File: config.mk
export PLATFORM = sky130hd
export DESIGN_NAME = wide_alu
export DESIGN_NICKNAME = d
export VERILOG_FILES = /design/src/rtl/wide_alu_pkg.sv /design/src/rtl/wide_alu_ext.sv /design/src/rtl/wide_alu_legal.sv /design/src/rtl/wide_alu_core.sv /design/src/rtl/wide_alu.sv
export SDC_FILE = /design/constraint.sdc
export NUM_CORES = 2
export LEC_CHECK = 0
export ABC_AREA = 1
export CAP_MARGIN = 20
export CORE_ASPECT_RATIO = 0.6
export CORE_MARGIN = 2
export CORE_UTILIZATION = 50
export DETAILED_ROUTE_END_ITERATION = 8
export GPL_ROUTABILITY_DRIVEN = 1
export HOLD_SLACK_MARGIN = 0.02
export PLACE_DENSITY = 0.72
export SYNTH_ARGS = -nofsm -noshare
export SYNTH_HDL_FRONTEND = slang
export SYNTH_SLANG_ARGS = --single-unit
File: constraint.sdc
create_clock -name clk_i -period 13.2 [get_ports clk_i]
set_clock_uncertainty 0.05 [all_clocks]
set_input_delay 2.64 -clock clk_i [delete_from_list [all_inputs] [get_ports clk_i]]
set_output_delay 2.64 -clock clk_i [all_outputs]
set_load 0.02 [all_outputs]
File: src/rtl/wide_alu_pkg.sv
`timescale 1ns/1ps
package wide_alu_pkg;
  localparam logic [7:0] OP_ADD  = 8'hC4;
  localparam logic [7:0] OP_MULS = 8'hC5;
  localparam logic [7:0] OP_SUB  = 8'hC6;
  localparam logic [7:0] OP_MULU = 8'hDB;
  localparam logic [7:0] OP_ASL  = 8'h02;
  localparam logic [7:0] OP_ASR  = 8'h03;
  localparam logic [7:0] OP_LSL  = 8'h10;
  localparam logic [7:0] OP_LSR  = 8'h11;

  localparam logic [1:0] W8  = 2'd0;
  localparam logic [1:0] W16 = 2'd1;
  localparam logic [1:0] W32 = 2'd2;
  localparam logic [1:0] WXX = 2'd3;

  typedef struct packed {
    logic       sgn;
    logic [1:0] w;
  } etype_t;
endpackage

File: src/rtl/wide_alu_ext.sv
`timescale 1ns/1ps
module wide_alu_ext
  import wide_alu_pkg::*;
#(
  parameter int DW = 32,
  parameter int RW = 64
) (
  input  logic [DW-1:0] raw_i,
  input  logic [2:0]    ty_i,
  input  logic          zx_i,
  output logic [RW-1:0] ext_o
);
  etype_t t;
  logic   sg;

  always_comb begin
    t  = ty_i;
    sg = t.sgn & ~zx_i;
    unique case (t.w)
      W8:      ext_o = {{(RW-8){sg & raw_i[7]}}, raw_i[7:0]};
      W16:     ext_o = {{(RW-16){sg & raw_i[15]}}, raw_i[15:0]};
      default: ext_o = {{(RW-DW){sg & raw_i[DW-1]}}, raw_i};
    endcase
  end
endmodule

File: src/rtl/wide_alu_legal.sv
`timescale 1ns/1ps
module wide_alu_legal
  import wide_alu_pkg::*;
(
  input  logic [7:0] op_i,
  input  logic       ts_i,
  input  logic       scal_big_i,
  input  logic [2:0] s0_i,
  input  logic [2:0] s1_i,
  input  logic [1:0] lo_w_i,
  input  logic [2:0] hi_i,
  output logic       op_ok_o,
  output logic       legal_o
);
  etype_t t0, t1, th;
  logic is_add, is_sub, is_muls, is_mulu, is_shift;
  logic w_ok, sg_ok, ts_ok, dst_ok;

  always_comb begin
    t0 = s0_i;
    t1 = s1_i;
    th = hi_i;
    is_add   = op_i == OP_ADD;
    is_sub   = op_i == OP_SUB;
    is_muls  = op_i == OP_MULS;
    is_mulu  = op_i == OP_MULU;
    is_shift = (op_i == OP_ASL) | (op_i == OP_ASR) | (op_i == OP_LSL) | (op_i == OP_LSR);
    op_ok_o  = is_add | is_sub | is_muls | is_mulu | is_shift;

    w_ok = (t0.w != WXX) & (t1.w != WXX) & (lo_w_i != WXX) & (th.w != WXX);

    if (is_add | is_sub | is_mulu) sg_ok = ~t0.sgn & ~t1.sgn;
    else if (is_muls)              sg_ok = t0.sgn & t1.sgn;
    else                           sg_ok = ~t1.sgn;

    ts_ok  = ~ts_i | ((t0.sgn == t1.sgn) & ~(is_shift & scal_big_i));
    dst_ok = is_shift | ((lo_w_i == W32) & (th.sgn == t0.sgn));

    legal_o = op_ok_o & w_ok & sg_ok & ts_ok & dst_ok;
  end
endmodule

File: src/rtl/wide_alu_core.sv
`timescale 1ns/1ps
module wide_alu_core #(
  parameter int RW = 64
) (
  input  logic [RW-1:0] a_i,
  input  logic [RW-1:0] b_i,
  input  logic          arith_i,
  input  logic [1:0]    sel_i,
  input  logic          right_i,
  input  logic          logic_i,
  output logic [RW-1:0] res_o
);
  localparam int SHW = $clog2(RW);

  logic [RW-1:0]  ar, sh;
  logic           big;
  logic [SHW-1:0] amt;

  always_comb begin
    big = |b_i[RW-1:SHW];
    amt = b_i[SHW-1:0];
    // both operands arrive fully extended, so the low RW product bits are exact
    unique case (sel_i)
      2'b00:   ar = a_i + b_i;
      2'b10:   ar = a_i - b_i;
      default: ar = a_i * b_i;
    endcase
    if (!right_i)     sh = big ? '0 : a_i << amt;
    else if (logic_i) sh = big ? '0 : a_i >> amt;
    else              sh = big ? {RW{a_i[RW-1]}} : RW'($signed(a_i) >>> amt);
    res_o = arith_i ? ar : sh;
  end
endmodule

File: src/rtl/wide_alu.sv
`timescale 1ns/1ps
module wide_alu
  import wide_alu_pkg::*;
#(
  parameter int DW = 32
) (
  input  logic          clk_i,
  input  logic          rst_ni,
  input  logic          cfg_we_i,
  input  logic [7:0]    cfg_op_i,
  input  logic          cfg_ts_mode_i,
  input  logic [DW-1:0] cfg_scalar_i,
  input  logic [2:0]    cfg_src1_type_i,
  input  logic [1:0]    cfg_lo_w_i,
  input  logic [2:0]    cfg_hi_type_i,
  input  logic          in_valid_i,
  output logic          in_ready_o,
  input  logic [DW-1:0] in_src0_i,
  input  logic [DW-1:0] in_src1_i,
  input  logic [2:0]    in_type_i,
  output logic          out_valid_o,
  input  logic          out_ready_i,
  output logic [DW-1:0] out_lo_o,
  output logic [DW-1:0] out_hi_o,
  output logic          op_bad_o,
  output logic          err_o
);
  localparam int RW  = 2 * DW;
  localparam int SHW = $clog2(DW);

  logic [7:0]    op_q;
  logic          ts_q;
  logic [DW-1:0] scalar_q;
  logic [2:0]    t1_q, hi_t_q;
  logic [1:0]    lo_w_q;
  logic          err_q, ov_q;
  logic [DW-1:0] lo_q, hi_q;

  always_ff @(posedge clk_i or negedge rst_ni) begin
    if (!rst_ni) begin
      op_q     <= OP_ADD;
      ts_q     <= 1'b0;
      scalar_q <= '0;
      t1_q     <= {1'b0, W32};
      lo_w_q   <= W32;
      hi_t_q   <= {1'b0, W32};
    end else if (cfg_we_i) begin
      op_q     <= cfg_op_i;
      ts_q     <= cfg_ts_mode_i;
      scalar_q <= cfg_scalar_i;
      t1_q     <= cfg_src1_type_i;
      lo_w_q   <= cfg_lo_w_i;
      hi_t_q   <= cfg_hi_type_i;
    end
  end

  logic is_arith, op_ok, legal, in_fire, take, bad;
  assign is_arith = op_q[7] & op_q[6];

  wide_alu_legal u_legal (
    .op_i       (op_q),
    .ts_i       (ts_q),
    .scal_big_i (|scalar_q[DW-1:SHW]),
    .s0_i       (in_type_i),
    .s1_i       (t1_q),
    .lo_w_i     (lo_w_q),
    .hi_i       (hi_t_q),
    .op_ok_o    (op_ok),
    .legal_o    (legal)
  );

  logic [DW-1:0] raw_w [2];
  logic [2:0]    ty_w  [2];
  logic          zx_w  [2];
  logic [RW-1:0] ext_w [2];

  assign raw_w[0] = in_src0_i;
  assign raw_w[1] = ts_q ? scalar_q : in_src1_i;
  assign ty_w[0]  = in_type_i;
  assign ty_w[1]  = t1_q;
  assign zx_w[0]  = ~is_arith & op_q[4];
  assign zx_w[1]  = 1'b0;

  for (genvar g = 0; g < 2; g++) begin : g_ext
    wide_alu_ext #(.DW(DW), .RW(RW)) u_ext (
      .raw_i (raw_w[g]),
      .ty_i  (ty_w[g]),
      .zx_i  (zx_w[g]),
      .ext_o (ext_w[g])
    );
  end

  logic [RW-1:0] res;
  wide_alu_core #(.RW(RW)) u_core (
    .a_i     (ext_w[0]),
    .b_i     (ext_w[1]),
    .arith_i (is_arith),
    .sel_i   (op_q[1:0]),
    .right_i (op_q[0]),
    .logic_i (op_q[4]),
    .res_o   (res)
  );

  assign in_ready_o = err_q | ~ov_q | out_ready_i;
  assign in_fire    = in_valid_i & in_ready_o;
  assign take       = in_fire & ~err_q & legal;
  assign bad        = in_fire & ~err_q & ~legal;

  always_ff @(posedge clk_i or negedge rst_ni) begin
    if (!rst_ni) begin
      err_q <= 1'b0;
      ov_q  <= 1'b0;
      lo_q  <= '0;
      hi_q  <= '0;
    end else begin
      if (cfg_we_i) err_q <= 1'b0;
      else if (bad) err_q <= 1'b1;
      if (take) begin
        ov_q <= 1'b1;
        lo_q <= res[DW-1:0];
        hi_q <= res[RW-1:DW];
      end else if (out_ready_i) begin
        ov_q <= 1'b0;
      end
    end
  end

  assign out_valid_o = ov_q;
  assign out_lo_o    = lo_q;
  assign out_hi_o    = hi_q;
  assign op_bad_o    = ~op_ok;
  assign err_o       = err_q;

  a_r8_latency: assert property (@(posedge clk_i) disable iff (!rst_ni)
    take |=> ov_q);
  a_r8_hold: assert property (@(posedge clk_i) disable iff (!rst_ni)
    (ov_q && !out_ready_i) |=> (ov_q && $stable(lo_q) && $stable(hi_q)));
  a_r9_no_output_in_error: assert property (@(posedge clk_i) disable iff (!rst_ni)
    (err_q && !ov_q) |=> !ov_q);
  a_r1_bad_op_errs: assert property (@(posedge clk_i) disable iff (!rst_ni)
    (op_bad_o && in_fire && !err_q && !cfg_we_i) |=> err_q);
  a_r2_add_carry: assert property (@(posedge clk_i) disable iff (!rst_ni)
    (take && op_q == OP_ADD) |=> (hi_q <= DW'(1)));
  a_r2_sub_borrow: assert property (@(posedge clk_i) disable iff (!rst_ni)
    (take && op_q == OP_SUB) |=> (hi_q == '0 || hi_q == '1));
endmodule

==> impl_metrics.py <==
metrics = {
    "synthesis": {
        "synth-simple-area-share_pct": 21.6,
        "syn_inst": 8810,
        "synth_top_family_by_area": "adder cells",
        "ys_ff_latch": 115,
        "synth_compound_area_share_pct": 7.55,
        "synthAdderAreaFrac_pct": 50.9,
        "post_synth_xor_area_fraction_pct": 1.18,
        "syn_nets": 10700,
        "syn-cell-area_sq_um": 65300,
        "postSynthAreaPerCell_sq_um": 7.41,
        "yosysSeqAreaShare_pct": 4.42,
        "synth-main-ff-cell": "dfrtp_1",
        "yosys_warnings": 0,
        "synthMuxAreaShare_pct": 0.171,
        "synthArstFlopShare_pct": 100,
        "ys_types": 59,
        "synth_edf_count": 0,
    },
    "worst_setup_path": {
        "start_kind": "input pin",
        "cp_common_cell": "fa_1",
        "arrival_ns": 13.21,
        "required_ns": 13.49,
        "crit_buf_inv": 12,
        "cp_slowest_stage_delay_ns": 0.73,
        "critPathSlowestCell": "clkdlybuf4s50_1",
        "cp_top_family": "adder cells",
        "crit_type": "in -> reg",
        "end_kind": "flip-flop",
        "crit_path_max_fanout": 8,
    },
    "floorplan": {
        "die_x_um": 470,
        "io_pins": 189,
        "core_sq_um": 129000,
        "dieArea_sq_um": 134000,
        "start_util_pct": 50.5,
        "core.rowCount": 102,
        "die_y_um": 284,
    },
    "routing": {
        "vias": 65800,
        "wire_per_inst_um": 30.9,
        "drc": 0,
        "ant_nets": 0,
        "drt_first_pass_iters": 9,
        "vias_per_cell": 6.03,
        "drtIter0Drc": 10800,
        "wl_mm": 337,
    },
    "clocking": {
        "clk_pin_slew_ns": 0.06,
        "cts_made_buffers": 17,
        "clock_path_buffers": 2,
        "post-cts-setup-buffers": 0,
        "insertion_delay_ns": 0.47,
        "cts_hold_buf": 0,
        "cts.sinks": 115,
        "htree_levels": 4,
        "cts-resized-gates": 0,
        "cts_root_buffer": "clkbuf_16",
        "cts_tree": "built",
    },
    "grt": {
        "track_usage_pct": 49.8,
        "grt-ovfl-total": 0,
        "grt_pass1_wl_mm": 467,
        "grt_max_degree": 93,
        "grt_pass1_vias": 63700,
        "grt_antenna_before_repair": 26,
    },
    "sta": {
        "tns_ns": 0,
        "worst_pin_slew_ns": 1.30,
        "rsz0062_at_grt": "false",
        "finalMaxSlewViolations": 0,
        "min_period_over_period_pct": 97.9,
        "hold_violations": 0,
        "relSlewSlack_pct": 12.7,
        "clock.fmax_mhz": 77.4,
        "setup_viol": 0,
        "period_minus_slack_ns": 12.92,
    },
    "finish": {
        "drive_above_1_share_pct": 7.14,
        "area_growth_syn_to_layout_pct": 11.7,
        "nets": 11100,
    },
    "placed_design": {
        "place_congestion": 1.17,
        "dp_hpwl_mm": 288,
        "io_buffer_count": 188,
    },
    "flow_run": {
        "max-cap-violations": 0,
    },
    "min_path": {
        "min_path_type": "reg -> reg",
    },
    "run_status": {
        "outcome": "completed",
    },
}
-- logic make-up after synthesis --
family | Yosys count
multiplexers | 10
AND/OR/NAND/NOR | 3451
flip-flops | 115
buffers and inverters | 2444
XOR/XNOR | 88
AO/OA/AOI/OAI | 901
adder cells (fa/ha/maj) | 1801
-- through the flow --
step                std cells  hold slack (ns)  worst slack (ns)  utilization [%]  cell area (sq um)
floorplan                8810            0.419             0.813                -              65300
global placement        10900            0.415             0.170             55.9              72300
detailed placement      10900            0.420            0.0563             55.9              72300
CTS                     10900            0.434             0.557             56.4              72900
global route            10900            0.448            0.0633             56.4              72900
finish                  10900            0.433             0.278             56.4              72900
-- sequential cells by signal, indices dropped and copies added (netlist names) --
register	flops
lo_w_q	2
out_valid_o	1
err_o	1
scalar_q	32
out_lo_o	32
ts_q	1
hi_t_q	3
t1_q	3
op_q	8
out_hi_o	32
-- worst min-delay path, delay by kind of cell (launching register included) --
| kind | cells | cell delay [ns] |
|---|---|---|
| DFF | 1 | 0.34 |
| and+or+nand+nor | 2 | 0.11 |
-- cells in the mapped netlist (4+ instances only) --
cell type  instances  area [sq um]
o21bai_1          19           143
nand3b_1          19           143
buf_4              4          30.0
or2_2             21           131
and3_1             4          25.0
o21a_1            11          82.6
nand2_4            4          45.0
a211oi_1           5          37.5
nand3_1          463          2320
nand4_1           32           200
xnor2_1           19           166
fa_1            1426         28500
xor2_1            69           604
mux2_2             9           101
ha_1             375          4690
inv_2             20          75.1
nor2_2             9          56.3
nor3_1            36           180
buf_6              7          78.8
dfrtp_1          109          2730
inv_1           2052          7700
nand2_2           11          68.8
a221oi_1           5          43.8
a21o_1            30           225
and2_1             9          56.3
clkinv_1          21          78.8
nor4_1            13          81.3
clkbuf_1         242           908
a31oi_1           44           275
nand2_1         1870          7020
a21boi_1           4          30.0
buf_1             71           267
buf_2             27           135
nor2_4            10           113
o21ai_1           35           175
o21ai_0          359          1800
dfstp_2            6           158
o211ai_1          22           165
a21oi_1          325          1630
nor2_1           943          3540
o31ai_1           17           128
a21boi_0          11          82.6
-- cells in the final DEF, fill, tap and decap left out, types with 12 or more instances in the layout --
master / Yosys / layout
o21ai_1: 35 / 31
xor2_1: 69 / 69
or2_2: 21 / 21
o21bai_1: 19 / 19
buf_4: 4 / 452
xnor2_1: 19 / 19
inv_2: 20 / 22
diode_2: 0 / 17
dfrtp_1: 109 / 108
o211ai_1: 22 / 22
clkdlybuf4s50_1: 0 / 186
nor2_1: 943 / 939
o31ai_1: 17 / 17
nand4_1: 32 / 32
nor2_2: 9 / 12
nor4_1: 13 / 13
nor3_1: 36 / 35
a21o_1: 30 / 30
clkbuf_16: 0 / 17
nand3b_1: 19 / 19
fa_1: 1426 / 1426
buf_12: 0 / 45
a21oi_1: 325 / 319
a31oi_1: 44 / 44
nand2_1: 1870 / 1867
ha_1: 375 / 375
nand3_1: 463 / 463
clkinv_1: 21 / 18
nand2_2: 11 / 14
o21ai_0: 359 / 358
inv_1: 2052 / 2052
-- per-layer routing --
metal	up-vias	GRT usage [%]	share of wire, %
li1	26900	-	-
met1	32200	69.0	40
met2	5948	55.7	33
met3	732	39.7	23
met4	46	13.2	3.3
met5	-	14.6	0.87
-- final cells by class --
cell class / count / area [sq um]
Fill cell: 12200 / 56400
Multi-Input combinational cell: 6251 / 53200
Inverter: 2093 / 7860
Timing Repair Buffer: 684 / 6160
Sequential cell: 115 / 2890
Tap cell: 1716 / 2150
Clock buffer: 17 / 425
Clock inverter: 15 / 181
Antenna cell: 17 / 42.5
-- final timing paths --
check	from	end	slack [ns]	cells past startpoint
max	in_src0_i[7]	out_lo_o[30]	0.28	36
max in group asynchronous	rst_ni	op_q[0]	9.46	2
min	out_hi_o[8]	out_hi_o[8]	0.43	2
min reg2reg	out_hi_o[8]	out_hi_o[8]	0.43	2
max reg2reg	ts_q	out_hi_o[31]	1.81	40
min in group asynchronous	rst_ni	out_hi_o[3]	2.22	1
Power is not shown: default switching activity piles up to over one toggle a cycle in this logic, so the estimate is an artifact.
